--- src/rtl/dlg_pkg.sv ---
package dlg_pkg;

  localparam int WR_CODE_W = 3;
  localparam int WR_CYC_W  = 4;

  // Write-recovery code to cycle count; 0 means the code is illegal.
  function automatic logic [WR_CYC_W-1:0] wr_code_to_cycles(input logic [WR_CODE_W-1:0] code);
    logic [WR_CYC_W-1:0] c;
    c = WR_CYC_W'(code);
    if (code == '0)
      return '0;
    else if (code <= WR_CODE_W'(4))
      return c + WR_CYC_W'(4);
    else
      return c << 1;
  endfunction

endpackage

--- src/rtl/dlg_mode_reg.sv ---
module dlg_mode_reg
  import dlg_pkg::*;
#(
  parameter int DATA_W  = 12,
  parameter int DLL_BIT = 8,
  parameter int WR_LSB  = 9
) (
  input  logic                clk,
  input  logic                rst,
  input  logic                wr_en,
  input  logic [DATA_W-1:0]   wr_data,
  output logic                dll_start,
  output logic [DATA_W-1:0]   mr_q,
  output logic [WR_CYC_W-1:0] wr_cycles,
  output logic                wr_bad
);

  localparam int WR_MSB = WR_LSB + WR_CODE_W - 1;

  logic [WR_CODE_W-1:0] code_in;

  assign code_in   = wr_data[WR_MSB:WR_LSB];
  assign dll_start = wr_en && wr_data[DLL_BIT];

  // Register storage with a self-clearing request bit.
  always_ff @(posedge clk) begin
    if (rst) begin
      mr_q <= '0;
    end else if (wr_en) begin
      mr_q <= wr_data;
    end else begin
      mr_q[DLL_BIT] <= 1'b0;
    end
  end

  // Decoded recovery value, updated in step with the register.
  always_ff @(posedge clk) begin
    if (rst) begin
      wr_cycles <= '0;
      wr_bad    <= 1'b1;
    end else if (wr_en) begin
      wr_cycles <= wr_code_to_cycles(code_in);
      wr_bad    <= (code_in == '0);
    end
  end

endmodule

--- src/rtl/dlg_lock_cnt.sv ---
module dlg_lock_cnt #(
  parameter int LOCK_CYCLES = 512
) (
  input  logic clk,
  input  logic rst,
  input  logic start,
  input  logic cke,
  output logic locked
);

  localparam int CNT_W = $clog2(LOCK_CYCLES + 1);
  localparam logic [CNT_W-1:0] FULL = CNT_W'(LOCK_CYCLES);
  localparam logic [CNT_W-1:0] ONE  = CNT_W'(1);

  logic [CNT_W-1:0] cnt;
  logic             busy;

  always_ff @(posedge clk) begin
    if (rst) begin
      cnt    <= '0;
      busy   <= 1'b0;
      locked <= 1'b1;
    end else if (start) begin
      cnt    <= FULL;
      busy   <= 1'b1;
      locked <= 1'b0;
    end else if (busy) begin
      if (!cke) begin
        cnt <= FULL;
      end else if (cnt == ONE) begin
        cnt    <= '0;
        busy   <= 1'b0;
        locked <= 1'b1;
      end else begin
        cnt <= cnt - ONE;
      end
    end
  end

endmodule

--- src/rtl/dlg_read_gate.sv ---
module dlg_read_gate (
  input  logic clk,
  input  logic rst,
  input  logic rd_req,
  input  logic rd_ok,
  output logic rd_accept,
  output logic rd_reject
);

  always_ff @(posedge clk) begin
    if (rst) begin
      rd_accept <= 1'b0;
      rd_reject <= 1'b0;
    end else begin
      rd_accept <= rd_req && rd_ok;
      rd_reject <= rd_req && !rd_ok;
    end
  end

endmodule

--- src/rtl/dll_lock_gate.sv ---
module dll_lock_gate
  import dlg_pkg::*;
#(
  parameter int DATA_W      = 12,
  parameter int DLL_BIT     = 8,
  parameter int WR_LSB      = 9,
  parameter int LOCK_CYCLES = 512
) (
  input  logic                clk,
  input  logic                rst,
  input  logic                mr_wr_en,
  input  logic [DATA_W-1:0]   mr_wr_data,
  input  logic                cke,
  input  logic                rd_req,
  output logic                rd_ok,
  output logic                rd_accept,
  output logic                rd_reject,
  output logic [WR_CYC_W-1:0] wr_cycles,
  output logic                wr_bad,
  output logic [DATA_W-1:0]   mr_q
);

  logic dll_start;

  dlg_mode_reg #(
    .DATA_W (DATA_W),
    .DLL_BIT(DLL_BIT),
    .WR_LSB (WR_LSB)
  ) u_mreg (
    .clk      (clk),
    .rst      (rst),
    .wr_en    (mr_wr_en),
    .wr_data  (mr_wr_data),
    .dll_start(dll_start),
    .mr_q     (mr_q),
    .wr_cycles(wr_cycles),
    .wr_bad   (wr_bad)
  );

  dlg_lock_cnt #(
    .LOCK_CYCLES(LOCK_CYCLES)
  ) u_lock (
    .clk   (clk),
    .rst   (rst),
    .start (dll_start),
    .cke   (cke),
    .locked(rd_ok)
  );

  dlg_read_gate u_rgate (
    .clk      (clk),
    .rst      (rst),
    .rd_req   (rd_req),
    .rd_ok    (rd_ok),
    .rd_accept(rd_accept),
    .rd_reject(rd_reject)
  );

endmodule

--- config.mk ---
export PLATFORM = sky130hd
export DESIGN_NAME = dll_lock_gate
export DESIGN_NICKNAME = d
export VERILOG_FILES = /design/src/rtl/dlg_pkg.sv /design/src/rtl/dlg_mode_reg.sv /design/src/rtl/dlg_lock_cnt.sv /design/src/rtl/dlg_read_gate.sv /design/src/rtl/dll_lock_gate.sv
export SDC_FILE = /design/constraint.sdc
export NUM_CORES = 1
export LEC_CHECK = 0
export BUFFER_PORTS_ARGS = -buffer_cell sky130_fd_sc_hd__buf_4
export CORE_UTILIZATION = 45
export DETAILED_ROUTE_END_ITERATION = 10
export GPL_TIMING_DRIVEN = 1
export HOLD_SLACK_MARGIN = 0.03
export PLACE_DENSITY = 0.71
export SETUP_SLACK_MARGIN = 0.4
export SLEW_MARGIN = 15
export SYNTH_ARGS = -nofsm -noshare
export SYNTH_HDL_FRONTEND = slang
export SYNTH_SLANG_ARGS = --single-unit
--- constraint.sdc ---
create_clock -name clk -period 1.6 [get_ports clk]
set_input_delay 0.08 -clock clk [delete_from_list [all_inputs] [get_ports clk]]
set_output_delay 0.08 -clock clk [all_outputs]
set_load 0.005 [all_outputs]
* Yosys cells after proc, flatten, opt, wreduce, memory -nomap -nowiden
Index checks and enable logic that the tools add are counted.
W data, S select, Z words.
** Storage, ports and cells
- Memory bits (read-only) :: 0
- Logic and storage cells :: 40
- Output and inout port bits :: 20
- Bits of input ports :: 17
- Bits in registers :: 31
- Memory bits (writable) :: 0
- Memories :: 0
- Bits in latches :: 0
** Cells by class
- Shift operators :: 0
- Bitwise operators :: 1
- Muxes and demuxes :: 14
- Add/sub/neg operators :: 2
- Reductions and logical operators :: 11
- Order comparisons :: 1
- Eq/ne operators :: 1
- Div/mod/pow operators :: 0
- Multipliers :: 0
** Operator list (count)
- $mux W10 :: 4
- $eq A10 B1 Y1 const B :: 1
- $sub A10 B1 Y10 const B :: 1
- $mux W1 :: 8
- $mux W4 :: 2
- $reduce_bool A2 Y1 :: 3
- $add A3 B3 Y4 const B :: 1
- $reduce_or A2 Y1 :: 2
- $le A3 B3 Y1 const B :: 1
- $logic_and A1 B1 Y1 :: 3
- $logic_not A3 Y1 :: 1
- $reduce_and A3 Y1 :: 1
- $logic_not A1 Y1 :: 1
- $not A1 Y1 :: 1

* Longest topological paths before layout
Gate-level depths: netlist of the first run.
- Depth after elaboration :: 5
- Depth in mapped cells :: 5
- Depth with buffers taken out :: 5

* By module
Synthesis of the first run repeated with hierarchy kept, for this count alone.
** Second synthesis, totals
- Cell total of the unflattened synthesis :: 140
- Area total of the unflattened synthesis :: 1383.8 µm²
** Modules (own cells, without submodules)
- dlg_lock_cnt :: area an instance 675.6 µm², sequential area each 240.2 µm², cells an instance 75, times used 1
- dlg_mode_reg :: area an instance 646.9 µm², sequential area each 340.3 µm², cells an instance 61, times used 1
- dlg_read_gate :: area an instance 61.3 µm², sequential area each 40.0 µm², cells an instance 4, times used 1

* Least setup slack after synthesis of the first run
No wires, ideal clock.
- Path kind :: reg-to-reg
- Start point :: register u_lock.cnt[4]
- End point :: register u_lock.cnt[9]
- Path slack :: -115 ps
- Library setup time :: 74 ps
- Data required time :: 1526 ps
- Cell stages (with the launch flop) :: 5
- Clock period less this slack :: 1715 ps
- Data arrival time :: 1641 ps
- Buffers on the path :: 1
- Path through :: dfxtp_1 -> or4_1 -> buf_2 -> or4_1 -> a31oi_1
** Between the ends
- Longest elaborated chain between the ends :: 5
- Elaborated cells on any way between the ends :: 6
- Classes of those cells :: add/sub (1); eq/ne (1); mux (4)
** RTL lines
- start, declared :: line dlg_lock_cnt.sv:15 : logic [CNT_W-1:0] cnt;
- start signal, assigned :: line dlg_lock_cnt.sv:35 : cnt <= cnt - ONE;
- $sub A10 B1 Y10 / $eq A10 B1 Y1 (equally long branches) :: line dlg_lock_cnt.sv:35, dlg_lock_cnt.sv:30
- $mux W10 (*) :: line dlg_lock_cnt.sv:30 : end else if (cnt == ONE) begin
- $mux W10 (*) :: line dlg_lock_cnt.sv:28 : if (!cke) begin
- $mux W10 (*) :: line dlg_lock_cnt.sv:27 : end else if (busy) begin
- $mux W10 (*) :: line dlg_lock_cnt.sv:23 : end else if (start) begin
Mark *: on every way between the ends. The rest lies on a longest branch, timed or not. The select of a mux whose other input is x is not followed.
A chain may end at the register's enable or synchronous reset.

* Worst setup path after layout of the first run
- Start point :: register u_lock.cnt[1]
- End point :: register u_lock.cnt[0]
** Between the ends
- Longest elaborated chain between the ends :: 3
** RTL lines (line)
- $eq A10 B1 Y1 :: dlg_lock_cnt.sv:30
- $mux W10 :: dlg_lock_cnt.sv:30
- $mux W10 :: dlg_lock_cnt.sv:28
Every way passes these cells.

==> run_results.csv, run 1 <==
group,metric,value,unit
status,status,"complete, but fails checks",
status,violations,"setup timing",
power,sequentialPowerShare,49.8,%
layout,mostFrequentLayoutCells,"51 x buf_4, 27 x dfxtp_1, 15 x nor2_1",
global_route,grt_overflow_total,0,
timing,min_period_over_period,105.7,%
layout,fin_nets,215,
global_route,grt_max_degree,25,
placed_design,place.gp.congestion,0.9120,
setup_path,crit_start,"u_lock.cnt[1]$_SDFFE_PP0P_",
clocking,cts_tree,"built",
power,intPower,1226,uW
synthesis,yosys_warnings,0,
floorplanning,start_util,47.37,%
floorplanning,core.rowCount,19,
setup_path,r2r_setup_slack,-90,ps
layout,final_core_util,75.23,%
clocking,clk_pin_slew,100,ps
clocking,cts_root_buffer,"clkbuf_4",
layout,n_antenna_cell,0,
layout,final_layout_size_suffix_gt1_share,46.19,%
synthesis,yosysTopAreaCell,"dfxtp_1",
global_route,grt_pass1_wl,5402,um
global_route,antenna_found_initial,0,
floorplanning,pin_count,37,
placed_design,dpl.hpwl,2147,um
global_route,grt_usage,22.17,%
clocking,clock_latency,320,ps
timing,max_slew_margin,65.61,%
routing,wirelength,3343,um
synthesis,synth.area.top_cells,"dfxtp_1 48%, mux2i_1 9.2%, nor2_1 4.3%, a211oi_1 2.9%, o31ai_1 2.9%",
clocking,cts.htree.levels,2,
power,p_clk_share,25.3,%
floorplanning,fp.dieW,55.88,um
floorplanning,die-area,3122,sq um
synthesis,synthCells,130,
routing,dr.first_iter.drc_count,27,
layout,final_cells,228,
synthesis,synthDistinctLibCells,32,
timing,fin_crit,1692,ps
routing,post_drt_wl_per_cell,14.66,um
floorplanning,core,2758,sq um
flow_run,drv_cap,0,
setup_path,cp_max_fo,3,
timing,finalMaxSlewViolations,0,
power,vdd_drop_max,0.9286,mV
setup_path,cp.arrival,1890,ps
min_path,hold_start,"mr_wr_data[8]",
synthesis,ys_seq_elements,31,
timing,clock_skew,5.419,ps
min_path,hold_end,"u_mreg.mr_q[8]$_SDFF_PP0_",
placed_design,post-place-ws,-157.3,ps
global_route,grt_pass1_vias,1210,
timing,final-hold-violation-count,0,
routing,drt-pass1-iter-count,5,
setup_path,endpoint_kind,"flop",
clocking,clockBufferDepth,2,
power,switching_share,28.78,%
routing,ant_nets,0,
power,power_leakage,0.0008914,uW
timing,tightest_slew,515.8,ps
timing,grt_setup_unrepaired,"yes",
synthesis,syn-cell-area,1306,sq um
setup_path,cp-start-kind,"flop",
synthesis,syn_nets,149,
placed_design,port-buffer-count,36,
timing,setup_violations,12,
setup_path,rr_worst_depth,7,
power,switchingPower,495.3,uW
clocking,clkSinkCount,31,
min_path,whs_path_depth,3,
routing,vias_per_cell,5.447,
layout,syn2layout_area_growth,58.81,%
routing,via_count,1242,
setup_path,crit_type,"flop to flop",
power,powerDensity,829.7,nW/um^2
layout,final_common_cell,"buf_4",
synthesis,synth_top_area_share,47.51,%
setup_path,cp.required,1800,ps
clocking,cts_made_buffers,5,
setup_path,r2r-end,"u_lock.cnt[0]$_SDFFE_PP0P_",
floorplanning,fp.dieH,55.88,um
synthesis,avgSynthCellArea,10.05,sq um
synthesis,seq_area_frac_synth,47.51,%
power,combPwrFrac,24.9,%
min_path,worst_hold_path_type,"input pin to flop",
placed_design,dpl.cell_count,202,
routing,drc_errors,0,
timing,setup_slack,-91.53,ps
timing,fmax,591.2,MHz
setup_path,reg2reg_from,"u_lock.cnt[1]$_SDFFE_PP0P_",
## worst max-delay path, cell delays in order, from the launching register on
cell,delay (ps)
dfxtp_2,340
inv_2,60
buf_6,90
ha_4,110
or4b_4,500
buf_6,160
o31ai_4,230
a21oi_2,70
## metal layers
| metal | global-route usage [%] | up-vias | wire length, um |
|---|---|---|---|
| met5 | 0 | - | 0 |
| met4 | 8.711 | 0 | 42 |
| met3 | 6.047 | 7 | 167 |
| met2 | 37.87 | 39 | 1697 |
| met1 | 26.48 | 586 | 1436 |
| li1 | - | 610 | - |
## per-stage QoR
step	cell area, sq um	hold WS [ps]	total power [uW]	setup TNS [ps]
finish	2074	80.54	1721	-735.0
CTS	1976	69.63	1693	-384.9
detailed placement	1690	313.1	1184	-1374
global route	2074	79.52	1814	-1537
floorplan	1321	169.4	1044	-256.4
global placement	1690	293.1	1168	-729.5
## worst max path at each step
stage | endpoint | slack, ps | cells after the start
6_report | u_lock.cnt[0]$_SDFFE_PP0P_ | -90 | 7
5_1_grt | u_lock.cnt[5]$_SDFFE_PP0P_ | -150 | 3
4_1_cts | u_lock.cnt[6]$_SDFFE_PP0P_ | -40 | 6
3_5_place_dp | u_lock.cnt[8]$_SDFFE_PP0P_ | -160 | 4
3_3_place_gp | u_lock.cnt[8]$_SDFFE_PP0P_ | -90 | 4
2_1_floorplan | u_lock.cnt[9]$_SDFFE_PP0P_ | -80 | 4
## synth_stat cells
master and number:
nor2_1 15, a21o_1 1, dfxtp_1 31, o41ai_1 2, a31oi_1 1, nor2b_1 1
nand4bb_1 1, o21ai_0 1, o31ai_1 5, or3_1 3, a21oi_1 5, a211oi_1 5
xor2_1 3, buf_1 1, a21boi_0 1, or4b_1 2, clkbuf_1 7, a221oi_2 2
nor3b_1 1, or4_1 5, nand2b_1 5, nand2_1 4, a31o_1 1, buf_2 1
o22ai_1 1, o31ai_4 1, nor4_1 1, and3b_1 3, ha_1 2, a221oi_1 2
mux2i_1 12, inv_1 4
## what timing repair did
| action | in CTS | in global routing |
|---|---|---|
| setup buffers | 3 | 3 |
| gates resized for setup | 20 | 14 |
| gates cloned | 0 | 0 |
| endpoints found under the setup margin | 12 | 12 |
| hold buffers | 12 | 0 |
| hold endpoints to repair | 12 | 0 |
| pin swaps | 7 | 10 |
## sequential cells by signal (all words and copies together), names as in the netlist
register and cells:
u_mreg.mr_q 12, u_lock.cnt 10, u_mreg.wr_cycles 4, u_lock.busy 1, u_lock.locked 1, u_mreg.wr_bad 1
u_rgate.rd_accept 1, u_rgate.rd_reject 1
## power by group through the flow
| stage | Clock, uW | Combinational [uW] | Sequential [uW] |
|---|---|---|---|
| after global routing | 490 | 461 | 863 |
| after floorplan | 0 | 172 | 872 |
| after detailed placement | 0 | 313 | 871 |
| after global placement | 0 | 301 | 868 |
| after CTS | 449 | 388 | 856 |
| final | 435 | 429 | 857 |
## layout make-up
type,count,area [sq um]
Timing Repair Buffer,68,559.3
Fill cell,208,683.2
Clock buffer,6,41.29
Tap cell,31,38.79
Sequential cell,31,628.1
Multi-Input combinational cell,86,779.5
Inverter,4,15.01
Clock inverter,2,12.51
## logic make-up after synthesis
kind of cell | Yosys count | share of synthesized area, %
buffers and inverters | 13 | 3.831
adders and majority gates | 2 | 1.915
DFF | 31 | 47.51
and+or+nand+nor | 41 | 18.10
muxes | 12 | 9.196
xor gates and xnor gates | 3 | 2.012
AOI/OAI and AO/OA | 28 | 17.43
Power figures use the tool's default switching activity.
==> run 2, diff against run 1 <==
--- a/config.mk
+++ b/config.mk
@@ -5,6 +5,7 @@
 export SDC_FILE = /design/constraint.sdc
 export NUM_CORES = 1
 export LEC_CHECK = 0
+export ABC_AREA = 1
 export BUFFER_PORTS_ARGS = -buffer_cell sky130_fd_sc_hd__buf_4
 export CORE_UTILIZATION = 45
 export DETAILED_ROUTE_END_ITERATION = 10
==> run 2 against run 1 <==
The run now ends clean. Critical path depth is 2 higher. Die area is 0.55% lower. Synthesized cell count is 29% higher. Cell count is 13% higher. Hold slack worse by 40 ps. Non-clock buffer count is 12 lower. Core utilization is 6.2 points lower. Setup slack better by 440 ps. Global-route usage is 1.1 points higher. Via count is 2.1% higher. Largest cell class unchanged. Largest power group unchanged. Highest routed layer unchanged.
==> run_results.csv, run 2 <==
group,metric,value,unit
status,status,"completed",
clocking,cts_made_buffers,5,
clocking,cts_root_buffer,"clkbuf_4",
timing,grt_setup_unrepaired,"yes",
global_route,grt_overflow_total,0,
synthesis,ys_async_sr_fraction,0,%
layout,largest_reg_flops,12,
routing,dr.first_iter.drc_count,45,
layout,syn2layout_area_growth,45.38,%
layout,n_antenna_cell,0,
layout,mostFrequentLayoutCells,"43 x buf_4, 37 x nor2_1, 28 x dfxtp_1",
routing,ant_nets,0,
global_route,gr-max-usage-layer,"met2",
global_route,use_met2,42.69,%
power,intPower,1180,uW
synthesis,synth.area.top_cells,"dfxtp_1 48%, nor2_1 11%, nand2_1 6.4%, inv_1 4.9%, o21ai_0 4.6%",
synthesis,yosysTopAreaCell,"dfxtp_1",
layout,fin_nets,245,
timing,finalMaxSlewViolations,0,
synthesis,synthTopCellsByCount,"37 x nor2_1, 31 x dfxtp_1, 22 x nand2_1, 17 x inv_1, 12 x o21ai_0",
synthesis,synth_top_area_share,47.78,%
clocking,clkSinkCount,31,
timing,max_slew_margin,69.34,%
power,switchingPower,488.8,uW
clocking,clk_pin_slew,100,ps
setup_path,cp-start-kind,"flop",
timing,clock_skew,6.642,ps
clocking,clock_latency,320,ps
power,switching_share,29.30,%
timing,tightest_slew,459.4,ps
routing,drc_errors,0,
synthesis,yosys_warnings,0,
timing,setup_tns,0,ps
global_route,grt_pass1_wl,5554,um
power,vdd_drop_max,0.9007,mV
layout,final_common_cell,"buf_4",
layout,multi_input_area,641.9,sq um
clocking,cts.htree.levels,2,
routing,vias_per_cell,4.915,
placed_design,port-buffer-count,36,
setup_path,crit_slowest_cell,"dfxtp_2",
setup_path,crit_type,"flop to flop",
routing,post_drt_wl_per_cell,12.63,um
layout,seq_area,626.9,sq um
floorplanning,core,2734,sq um
synthesis,synthDistinctLibCells,26,
placed_design,place.gp.congestion,0.8627,
placed_design,dpl.hpwl,2067,um
synthesis,syn_nets,187,
setup_path,cp_max_fo,8,
setup_path,endpoint_kind,"flop",
setup_path,cp_common_cell,"nand2_2",
routing,wirelength,3258,um
setup_path,cp.arrival,1470,ps
layout,fillers,235,
floorplanning,fp.dieW,55.72,um
synthesis,synth-edff-count,0,
timing,fmax,802.2,MHz
global_route,grt_pass1_vias,1260,
clocking,cts_tree,"built",
power,p_clk_share,25.9,%
layout,final_core_util,69.06,%
floorplanning,fp.dieH,55.72,um
timing,final-hold-violation-count,0,
global_route,gr-usage-met3,5.349,%
flow_run,drv_cap,0,
layout,regMostFlops,"u_mreg.mr_q",
floorplanning,start_util,47.51,%
timing,fin_crit,1247,ps
power,combPwrFrac,22.4,%
layout,top_regs,"u_mreg.mr_q: 12 flops, u_lock.cnt: 10 flops, u_mreg.wr_cycles: 4 flops",
power,power_leakage,0.0008863,uW
power,powerDensity,883.7,nW/um^2
timing,setup_violations,0,
min_path,worst_hold_path_type,"input pin to flop",
routing,via_count,1268,
global_route,gr-usage-met1,25.85,%
synthesis,avgSynthCellArea,7.731,sq um
global_route,grt_usage,23.27,%
clocking,clockBufferDepth,2,
synthesis,ys_seq_elements,31,
synthesis,synthCells,168,
timing,min_period_over_period,77.91,%
synthesis,seq_area_frac_synth,47.78,%
floorplanning,core.rowCount,19,
setup_path,path_cells,"buf_6, ha_4, nand3_4, nor2_4, nand2_2, nand2_2, nand2_2, nand2_4, nor2_1",
synthesis,synthFlopType,"dfxtp_1",
routing,drt-pass1-iter-count,5,
global_route,antenna_found_initial,0,
floorplanning,die-area,3105,sq um
setup_path,cp.required,1820,ps
layout,final_layout_size_suffix_gt1_share,34.36,%
global_route,grt_max_degree,17,
synthesis,yosys.cell_count.top_type,"nor2_1",
floorplanning,pin_count,37,
setup_path,slowest_delay,370,ps
synthesis,syn-cell-area,1299,sq um
power,sequentialPowerShare,51.7,%
## run 2: critical path, delay by kind of cell (launching register included)
kind,cells,cell delay [ps]
simple gates,7,530
buf+inv,1,110
fa+ha+maj,1,140
flops,1,370
## run 2: repair_timing
| item | in CTS | in global routing |
|---|---|---|
| setup buffers | 7 | 0 |
| endpoints found under the setup margin | 8 | 13 |
| endpoints found under the hold margin | 17 | 0 |
| pin swaps | 10 | 8 |
| gates resized for setup | 11 | 7 |
| hold buffers | 12 | 0 |
| gates cloned | 0 | 0 |
## run 2: stage by stage
stage               cell area, sq um  worst slack [ps]  cells  hold WS [ps]  power [uW]
floorplan                       1301             404.4    168         185.9        1059
CTS                             1857             346.3    258         31.18        1651
finish                          1888             353.4    258         40.19        1668
detailed placement              1585             328.0    231         308.9        1176
global placement                1585             374.6    231         300.9        1165
global route                    1888             295.1    258         50.28        1747
## run 2: final cells by class
cell class | instances | area share, %
inverter | 19 | 4.042
clock buffer | 7 | 2.386
clock inverter | 1 | 0.2651
timing repair buffer | 56 | 24.06
multi-input combinational | 113 | 34.00
tap | 31 | 2.054
sequential | 31 | 33.20
## run 2: routing by layer
layer  vias up  part of all wire (%)  wire length [um]
met2        32                    54              1756
met3         6                   3.8               125
li1        644                     -                 -
met4         0                   1.6                52
met1       586                    41              1324
met5         -                     0                 0
## run 2: final timing paths
check	start	endpoint	slack [ps]	depth (start not counted)
worst min register to register	u_lock.locked$_SDFFE_PP1P_	u_rgate.rd_reject$_SDFF_PP0_	460	1
worst max register to register	u_lock.cnt[0]$_SDFFE_PP0P_	u_lock.cnt[6]$_SDFFE_PP0P_	350	9
worst min-delay path	mr_wr_data[8]	u_mreg.mr_q[8]$_SDFF_PP0_	40	3
worst max-delay path	u_lock.cnt[0]$_SDFFE_PP0P_	u_lock.cnt[6]$_SDFFE_PP0P_	350	9
## run 2: cell families (layout without fill, tap and decap cells)
family / after synthesis / count (layout) / synth area share (%)
and+or+nand+nor: 83 / 83 / 29.19
adders and majority gates: 2 / 2 / 1.926
xor gates and xnor gates: 5 / 5 / 3.372
AOI/OAI and AO/OA: 23 / 23 / 9.731
buffers and inverters: 24 / 83 / 7.996
DFF: 31 / 31 / 47.78
## run 2: power by group through the flow
stage          combinational [uW]  clock [uW]  sequential [uW]
2_1_floorplan                 185           0              874
6_report                      374         432              863
3_3_place_gp                  292           0              874
4_1_cts                       360         430              861
3_5_place_dp                  301           0              876
5_1_grt                       413         465              869
